**config.mk**
```make
export PLATFORM = sky130hd
export DESIGN_NAME = pd_reset_seq
export DESIGN_NICKNAME = d
export VERILOG_FILES = /design/src/rtl/pdseq_pkg.sv /design/src/rtl/pdseq_blk.sv /design/src/rtl/pdseq_regif.sv /design/src/rtl/pd_reset_seq.sv
export SDC_FILE = /design/constraint.sdc
export NUM_CORES = 1
export LEC_CHECK = 0
export BUFFER_PORTS_ARGS = -buffer_cell sky130_fd_sc_hd__buf_2
export CAP_MARGIN = 15
export CORE_MARGIN = 4
export CORE_UTILIZATION = 40
export CTS_BUF_LIST = sky130_fd_sc_hd__clkbuf_4 sky130_fd_sc_hd__clkbuf_8
export CTS_CLUSTER_DIAMETER = 120
export DETAILED_ROUTE_END_ITERATION = 8
export GPL_TIMING_DRIVEN = 1
export SLEW_MARGIN = 20
export SYNTH_ARGS = -nofsm -noshare
export SYNTH_HDL_FRONTEND = slang
export SYNTH_SLANG_ARGS = --single-unit
export TNS_END_PERCENT = 30
```
**constraint.sdc**
```tcl
create_clock -name clk -period 7.31 [get_ports clk]
set_clock_uncertainty 0.1 [all_clocks]
set_input_delay 1.0965 -clock clk [delete_from_list [all_inputs] [get_ports clk]]
set_output_delay 1.0965 -clock clk [all_outputs]
set_load 0.03 [all_outputs]
```
**src/rtl/pdseq_pkg.sv**
```systemverilog
package pdseq_pkg;

    typedef enum logic [1:0] {
        PS_ACTIVE   = 2'd0,
        PS_FALL     = 2'd1,
        PS_OFF      = 2'd2,
        PS_SELFTEST = 2'd3
    } pd_state_e;

    localparam int REQ_POS    = 0;
    localparam int DOWN_POS   = 27;
    localparam int ACTIVE_POS = 29;

    typedef struct packed {
        logic req;
        logic is_down;
        logic is_active;
    } blk_view_t;

    function automatic logic [31:0] pack_word(blk_view_t v);
        logic [31:0] w;
        w             = '0;
        w[REQ_POS]    = v.req;
        w[DOWN_POS]   = v.is_down;
        w[ACTIVE_POS] = v.is_active;
        return w;
    endfunction

    function automatic int unsigned cnt_width(int unsigned a, int unsigned b);
        int unsigned m;
        m = (a > b) ? a : b;
        return $clog2(m + 1) + 1;
    endfunction

endpackage

```
**src/rtl/pdseq_blk.sv**
```systemverilog
module pdseq_blk
    import pdseq_pkg::*;
#(
    parameter int unsigned PD_CYCLES       = 8,
    parameter int unsigned SELFTEST_CYCLES = 400
) (
    input  logic      clk,
    input  logic      rst,
    input  logic      wr_stb,
    input  logic      wr_val,
    output blk_view_t view,
    output logic      rst_n
);
    localparam int unsigned CW = cnt_width(PD_CYCLES, SELFTEST_CYCLES);
    localparam logic [CW-1:0] PD_LOAD = CW'(PD_CYCLES - 1);
    localparam logic [CW-1:0] ST_LOAD = CW'(SELFTEST_CYCLES - 1);

    pd_state_e     st;
    logic          req;
    logic [CW-1:0] cnt;
    logic          cnt_zero;

    assign cnt_zero = (cnt == '0);

    always_ff @(posedge clk) begin
        if (rst) begin
            req <= 1'b1;
            st  <= PS_OFF;
            cnt <= '0;
        end else begin
            if (wr_stb) begin
                req <= wr_val;
            end
            unique case (st)
                PS_ACTIVE: begin
                    if (req) begin
                        st  <= PS_FALL;
                        cnt <= PD_LOAD;
                    end
                end
                PS_FALL: begin
                    if (cnt_zero) st <= PS_OFF;
                    else          cnt <= cnt - 1'b1;
                end
                PS_OFF: begin
                    if (!req) begin
                        st  <= PS_SELFTEST;
                        cnt <= ST_LOAD;
                    end
                end
                PS_SELFTEST: begin
                    if (cnt_zero) st <= PS_ACTIVE;
                    else          cnt <= cnt - 1'b1;
                end
                default: st <= PS_OFF;
            endcase
        end
    end

    always_comb begin
        view.req       = req;
        view.is_down   = (st == PS_OFF);
        view.is_active = (st == PS_ACTIVE);
        rst_n          = (st == PS_ACTIVE) || (st == PS_SELFTEST);
    end

    // a running block with its request set starts falling on the next edge
    p_fall_entry_r4: assert property (@(posedge clk) disable iff (rst)
        (st == PS_ACTIVE && req) |=> (st == PS_FALL));

    // an unfinished phase is never cut short by a request change
    p_fall_completes_r7: assert property (@(posedge clk) disable iff (rst)
        (st == PS_FALL && !cnt_zero) |=> (st == PS_FALL));

    p_selftest_completes_r7: assert property (@(posedge clk) disable iff (rst)
        (st == PS_SELFTEST && !cnt_zero) |=> (st == PS_SELFTEST));

    // the active phase is only ever entered from self-test
    p_active_from_selftest_r5: assert property (@(posedge clk) disable iff (rst)
        (st == PS_ACTIVE && $past(st) != PS_ACTIVE) |-> ($past(st) == PS_SELFTEST));

    // a down block with its request set stays down
    p_off_holds_r5: assert property (@(posedge clk) disable iff (rst)
        (st == PS_OFF && req) |=> (st == PS_OFF));

endmodule

```
**src/rtl/pdseq_regif.sv**
```systemverilog
module pdseq_regif
    import pdseq_pkg::*;
#(
    parameter int unsigned       NUM_BLK    = 32,
    parameter int unsigned       ADDR_W     = 7,
    parameter logic [NUM_BLK-1:0] VALID_MASK = '1
) (
    input  logic                          clk,
    input  logic                          rst,
    input  logic                          bus_valid,
    input  logic                          bus_write,
    input  logic [ADDR_W-1:0]             bus_addr,
    input  blk_view_t [NUM_BLK-1:0]       views,
    output logic [NUM_BLK-1:0]            wr_stb,
    output logic [31:0]                   rdata
);
    localparam int unsigned IDX_W = ADDR_W - 2;

    logic [IDX_W-1:0] idx;
    logic             idx_ok;
    logic             rd_req;
    logic [1:0]       unused_addr_lo;

    assign idx            = bus_addr[ADDR_W-1:2];
    assign unused_addr_lo = bus_addr[1:0];
    assign idx_ok         = (32'(idx) < NUM_BLK) && VALID_MASK[idx];
    assign rd_req         = bus_valid && !bus_write;

    for (genvar i = 0; i < NUM_BLK; i++) begin : g_stb
        if (VALID_MASK[i]) begin : g_on
            assign wr_stb[i] = bus_valid && bus_write && (32'(idx) == i);
        end else begin : g_off
            assign wr_stb[i] = 1'b0;
        end
    end

    always_ff @(posedge clk) begin
        if (rst) begin
            rdata <= '0;
        end else if (rd_req) begin
            rdata <= idx_ok ? pack_word(views[idx]) : 32'h0;
        end
    end

    // an access to a missing index reads back zero
    p_invalid_reads_zero_r9: assert property (@(posedge clk) disable iff (rst)
        (rd_req && !idx_ok) |=> (rdata == 32'h0));

    // read data stays put while no read is requested
    p_rdata_holds_r1: assert property (@(posedge clk) disable iff (rst)
        (!rd_req) |=> $stable(rdata));

    // the down and active bits never show together
    p_status_excl_r6: assert property (@(posedge clk) disable iff (rst)
        !(rdata[DOWN_POS] && rdata[ACTIVE_POS]));

    // at most one block is addressed by a write
    p_one_stb_r1: assert property (@(posedge clk) disable iff (rst)
        $onehot0(wr_stb));

endmodule

```
**src/rtl/pd_reset_seq.sv**
```systemverilog
module pd_reset_seq
    import pdseq_pkg::*;
#(
    parameter int unsigned        NUM_BLK         = 32,
    parameter logic [NUM_BLK-1:0] VALID_MASK      = 32'h0000_1FFF,
    parameter int unsigned        PD_CYCLES       = 8,
    parameter int unsigned        SELFTEST_CYCLES = 400,
    localparam int unsigned       ADDR_W          = $clog2(NUM_BLK) + 2
) (
    input  logic               clk,
    input  logic               rst,
    input  logic               bus_valid,
    input  logic               bus_write,
    input  logic [ADDR_W-1:0]  bus_addr,
    input  logic [31:0]        bus_wdata,
    output logic [31:0]        bus_rdata,
    output logic [NUM_BLK-1:0] blk_rst_n
);
    blk_view_t [NUM_BLK-1:0] views;
    logic [NUM_BLK-1:0]      wr_stb;
    logic                    unused_wdata_hi;

    assign unused_wdata_hi = ^bus_wdata[31:1];

    pdseq_regif #(
        .NUM_BLK    (NUM_BLK),
        .ADDR_W     (ADDR_W),
        .VALID_MASK (VALID_MASK)
    ) regif_i (
        .clk       (clk),
        .rst       (rst),
        .bus_valid (bus_valid),
        .bus_write (bus_write),
        .bus_addr  (bus_addr),
        .views     (views),
        .wr_stb    (wr_stb),
        .rdata     (bus_rdata)
    );

    for (genvar i = 0; i < NUM_BLK; i++) begin : g_blk
        if (VALID_MASK[i]) begin : g_live
            pdseq_blk #(
                .PD_CYCLES       (PD_CYCLES),
                .SELFTEST_CYCLES (SELFTEST_CYCLES)
            ) blk_i (
                .clk    (clk),
                .rst    (rst),
                .wr_stb (wr_stb[i]),
                .wr_val (bus_wdata[REQ_POS]),
                .view   (views[i]),
                .rst_n  (blk_rst_n[i])
            );
        end else begin : g_dead
            assign views[i]     = '0;
            assign blk_rst_n[i] = 1'b0;
        end
    end

    // reset leaves every reset line asserted on the first cycle out of reset
    p_reset_holds_lines_r3: assert property (@(posedge clk)
        $past(rst) |-> (blk_rst_n == '0));

endmodule

```
* Word-level counts from Yosys, hierarchy flattened *
Memories as Yosys holds them, arrays and structs flattened.
Cells that the tools add are included.

storage, ports and cells
  register bits = 201
  memory bits (read-only) = 32
  input bits = 43
  logic and storage cells = 387
  memories = 1

memories
  memory            depth  width  rd ports  clocked after Yosys merged registers in  wr ports  line               source
  (name not given)  32     1      1         0                                        0         pdseq_regif.sv:26  assign idx_ok = (32'(idx) < NUM_BLK) && VALID_MASK[idx];

cells by class
  $add $sub $neg = 13
  order comparisons = 1
  equal/unequal tests = 116
  muxes and demuxes = 121
  reduce and logical (&&, ||, !) cells = 95

operators with widths
  cell                     count
  $mux W10                 39
  $pmux W10 S3             13
  $logic_not A10 Y1        13
  $sub A10 B1 Y10 const B  13
  $mux W2                  52
  $pmux W2 S4              13
  $ne A2 B1 Y1 const B     39
  $eq A2 B2 Y1 const B     26
  $ne A2 B2 Y1 const B     26
  $reduce_and A4 Y1        13
  $reduce_and A3 Y1        13
  $mux W30                 1
  $eq A2 B1 Y1 const B     13
  $logic_not A2 Y1         13
  $reduce_or A2 Y1         13
  $eq A5 B4 Y1 const B     5
  $eq A5 B3 Y1 const B     4
  $bmux W3 S5              1
  $logic_and A1 B1 Y1      15
  $logic_or A1 B1 Y1       13
  $eq A5 B2 Y1 const B     2
  $lt A5 B6 Y1 const B     1
  $eq A5 B1 Y1 const B     1
  $logic_not A5 Y1         1
  other kinds (3)          3

* Depth between registers and ports, before layout *
  word-level depth = 4
  depth in mapped cells = 8

* By module *
From an unflattened synthesis, not the netlist that was laid out.

second synthesis, totals
  cells, all modules = 1431
  area, all modules = 12522.0 µm²

by module, submodules not included
  module                                  instances  cells each  area an instance (µm²)
  pdseq_blk at g_blk[0].g_live.blk_i ...  10         100         888.4
  pdseq_blk at g_blk[7].g_live.blk_i ...  3          95          834.6
  pdseq_regif                             1          126         988.4
  pd_reset_seq                            1          20          146.4

* Least setup slack after synthesis *
No wires, ideal clock.

  path kind = input to register
  start = input bus_addr[3]
  end = register regif_i.rdata[29]
  setup time = 122 ps
  data arrival time = 2434 ps
  data required time = 7088 ps
  setup slack = 4654 ps
  stages on the path = 6
  cells stage by stage = clkbuf_1 clkbuf_1 mux4_2 mux2_2 o22ai_1 o21ai_0

between the ends
  word-level cells in the longest chain between the ends = 3
  elaborated cells between the ends (all ways) = 5

ends and longest elaborated chain
  item                                                      line                                  source
  start: declaration                                        pd_reset_seq.sv:14                    input logic [ADDR_W-1:0] bus_addr,
  $mem_v2 Z32 W1 or $bmux W3 S5 (tied branches)             n/a
  $mux W1 (not written as such) or $mux W3 (tied branches)  pdseq_regif.sv:26, pdseq_regif.sv:41
  $mux W30 *                                                pdseq_regif.sv:41                     rdata <= idx_ok ? pack_word(views[idx]) : 32'h0;
  end signal: assignment                                    pdseq_regif.sv:41
  end: declaration                                          pdseq_regif.sv:15                     output logic [31:0] rdata

Every way passes the cells marked *; elsewhere a longest branch is shown, timed or not. The select of a mux whose other input is x is not followed.
A chain may end at the register's enable or synchronous reset.

* Worst setup path in the final report *
  start = register g_blk[8].g_live.blk_i.st[0]
  end = output blk_rst_n[8]

between the ends
  word-level cells in the longest chain between the ends = 2
  elaborated cells between the ends (all ways) = 3

ends and longest elaborated chain
  item                                              line                source
  start: declaration                                pdseq_blk.sv:18     pd_state_e st;
  start signal: assignment                          pdseq_blk.sv:28     st <= PS_OFF;
  start signal: assignment                          pdseq_blk.sv:37     st <= PS_FALL;
  start signal: assignment                          pdseq_blk.sv:42     if (cnt_zero) st <= PS_OFF;
  $eq A2 B2 Y1 or $logic_not A2 Y1 (tied branches)  pdseq_blk.sv:64     rst_n = (st == PS_ACTIVE) || (st == PS_SELFTEST);
  $logic_or A1 B1 Y1 *                              pdseq_blk.sv:64
  end: declaration                                  pd_reset_seq.sv:17  output logic [NUM_BLK-1:0] blk_rst_n

Every way passes the cells marked *; elsewhere a longest branch is shown, timed or not.

==> metrics <==
cells after synthesis=1428; ys flop type=dfxtp_1; DRT iter0 DRCs=824; TritonCTS clock tree=done; Vias/cell=5.82; Synth Warn #=0; Syn-to-layout area delta=3.94%; most common cell after layout, fill and taps aside=dfxtp_1; Residual DRC=0; die area=32200 um^2; first-pass GRT wire length=46.0 mm; Leakage=4.63 nW; Root Buffer=clkbuf_8; WL final=27.8 mm; Final Non-Filler Cells=1793; total power=4.93 mW; Finish-stage setup viols=0; WP data arrival=2.07 ns; post-synthesis cell area=11800 um^2; Final Hold Slack=0.371 ns; post-route setup slack=4.05 ns; Slew Limit Fails=0; fraction of layout cells with a size suffix above 1=9.30%; hpwl dp=19.4 mm; Post-CTS Setup Inserts=0; Skew-Pair Late Insertion Delay=0.47 ns; Final Cycle Share=44.6%; largest family of logic cells by synthesized area=compound AO/OA/AOI/OAI gates; GRT Total Usage=17.0%; CTS Sinks=172; Startpoint Class=register; Clock Tree Buf Depth=2; IO Pins=107; number of library cell types mapped by synthesis=82; status=completed; post-CTS sizing=0; H-tree depth=4; P per Cell Area=404 nW/um^2; Chip Width=179 um; CTS hold repair buffers=0; Synth Area in XOR/XNOR=0.0745%; #FFs+latches synth=172; Critical Path RT=6.11 ns; worst vdd ir=0.000144 V; ant diodes=0; largest net degree at the start of global routing=73; final antenna-violating net count=0; minimum clock period=3.26 ns; Inst Count DP=1762; global route overflow=0; critical path cell sequence=clkinv_1 -> ha_1 -> inv_1 -> buf_2; Max Cap Viol=0; Synth Area in Simple Gates=19.8%; commonest non-fill, non-tap cells in the layout=dfxtp_1 (172), a21oi_1 (130), nor2_1 (103); CP max stage delay=0.49 ns; Post-synth ARST share=0%; layout net count=1518; TritonCTS buffer count=17; floorplan core area=28900 um^2; synthesized area per cell=8.23 um^2; Initial Utilization=40.7%; Initial DRT Pass Iterations=7; Buffers on Ports=25; CP Class=reg2out; Worst path slowest cell=dfxtp_1; Compound-Gate Fraction of Synth Area=28.5%; vias in the first global route=9282; Rows=62; CP max FO=11; Die Height=179 um; Vias=10400; Slew headroom=29.6%; max frequency=306 MHz; worst slew pin tran=1.04 ns; Reg clk slew, reported paths=0.09 ns; area share of fa/ha/maj cells after synthesis=8.31%; Seq/Total Area, Yosys=29.3%; Hold Path Class=reg2reg; CP Capture Type=output pin; Post-Place Setup Slack=4.37 ns; drt wl/cell=15.5 um; Fin. Hold Viols=0; GPL Wtd Cong=0.865; initial antenna violation count=2; unrepaired setup endpoints after global routing=no; mux cell area share after synthesis=4.59%; Setup TNS=0 ns; number of synthesized flops with an enable pin=0
## synthesized netlist by cell type, drive strengths merged, types with 28 or more instances
master	count	share of area, %
a211oi	28	1.8
nor2	103	3.3
nor3	66	2.8
a31oi	36	1.9
clkbuf	45	1.4
nand2	82	2.6
o21ai	99	4.2
buf	81	4.9
a21oi	130	5.5
inv	90	2.9
dfxtp	172	29
or4	29	1.9
ha	78	8.3
## path summary, 6_finish.rpt
check	from	to	slack, ns	cells after the start
worst min register to register	regif_i.rdata[27]$_SDFFE_PP0P_	regif_i.rdata[27]$_SDFFE_PP0P_	0.37	2
worst min-delay path	regif_i.rdata[27]$_SDFFE_PP0P_	regif_i.rdata[27]$_SDFFE_PP0P_	0.37	2
worst max-delay path	g_blk[8].g_live.blk_i.st[0]$_SDFFE_PP0P_	blk_rst_n[8]	4.05	4
worst max register to register	g_blk[2].g_live.blk_i.st[0]$_SDFFE_PP0P_	g_blk[2].g_live.blk_i.cnt[9]$_SDFFE_PP0P_	4.33	6
## sequential cells by signal (all words and copies together), names as in the netlist
signal / flops
regif_i.rdata: 3
g_blk.g_live.blk_i.cnt: 130
g_blk.g_live.blk_i.req: 13
g_blk.g_live.blk_i.st: 26
## cell families (layout without fill, tap and decap cells)
| logic type | count (synthesis) | after routing |
|---|---|---|
| AOI/OAI and AO/OA | 477 | 477 |
| and+or+nand+nor | 434 | 434 |
| buffers and inverters | 223 | 157 |
| DFF | 172 | 172 |
| adders and majority gates | 78 | 78 |
| muxes | 42 | 42 |
| other | 1 | 48 |
| xor gates and xnor gates | 1 | 1 |
## metrics by stage
step                      area, um^2  utilization [%]
after floorplan                11900                -
after global placement         11800             41.0
after detailed placement       11800             41.0
after CTS                      12200             42.3
after global routing           12200             42.3
final                          12200             42.3
## worst max-delay path: cells and delay by family, from the launching register on
family | cells | cell delay (ns)
buf+inv | 3 | 0.66
fa+ha+maj | 1 | 0.44
flops | 1 | 0.49
## power by group
| group | internal [mW] | total, mW | switching (mW) |
|---|---|---|---|
| combinational | 1.01 | 2.82 | 1.81 |
| sequential | 1.16 | 1.42 | 0.265 |
| clock | 0.313 | 0.690 | 0.377 |
| total | 2.48 | 4.93 | 2.45 |
## metal layers
layer	GRT usage (%)	wire length, um	part of all wire [%]	up-vias
met5	0	24	0.086	-
met4	4.09	288	1.0	4
met3	3.25	1400	5.0	24
met2	27.5	12900	46	229
met1	23.7	13200	47	4945
li1	-	-	-	5226
## cell type report
cell class	count	area (um^2)
Fill cell	2878	16600
Multi-Input combinational cell	1080	7380
Sequential cell	172	3440
Tap cell	384	480
Inverter	97	364
Clock buffer	18	248
Timing Repair Buffer	29	158
Clock inverter	13	141
No activity file was read; power rests on OpenSTA's default activity.
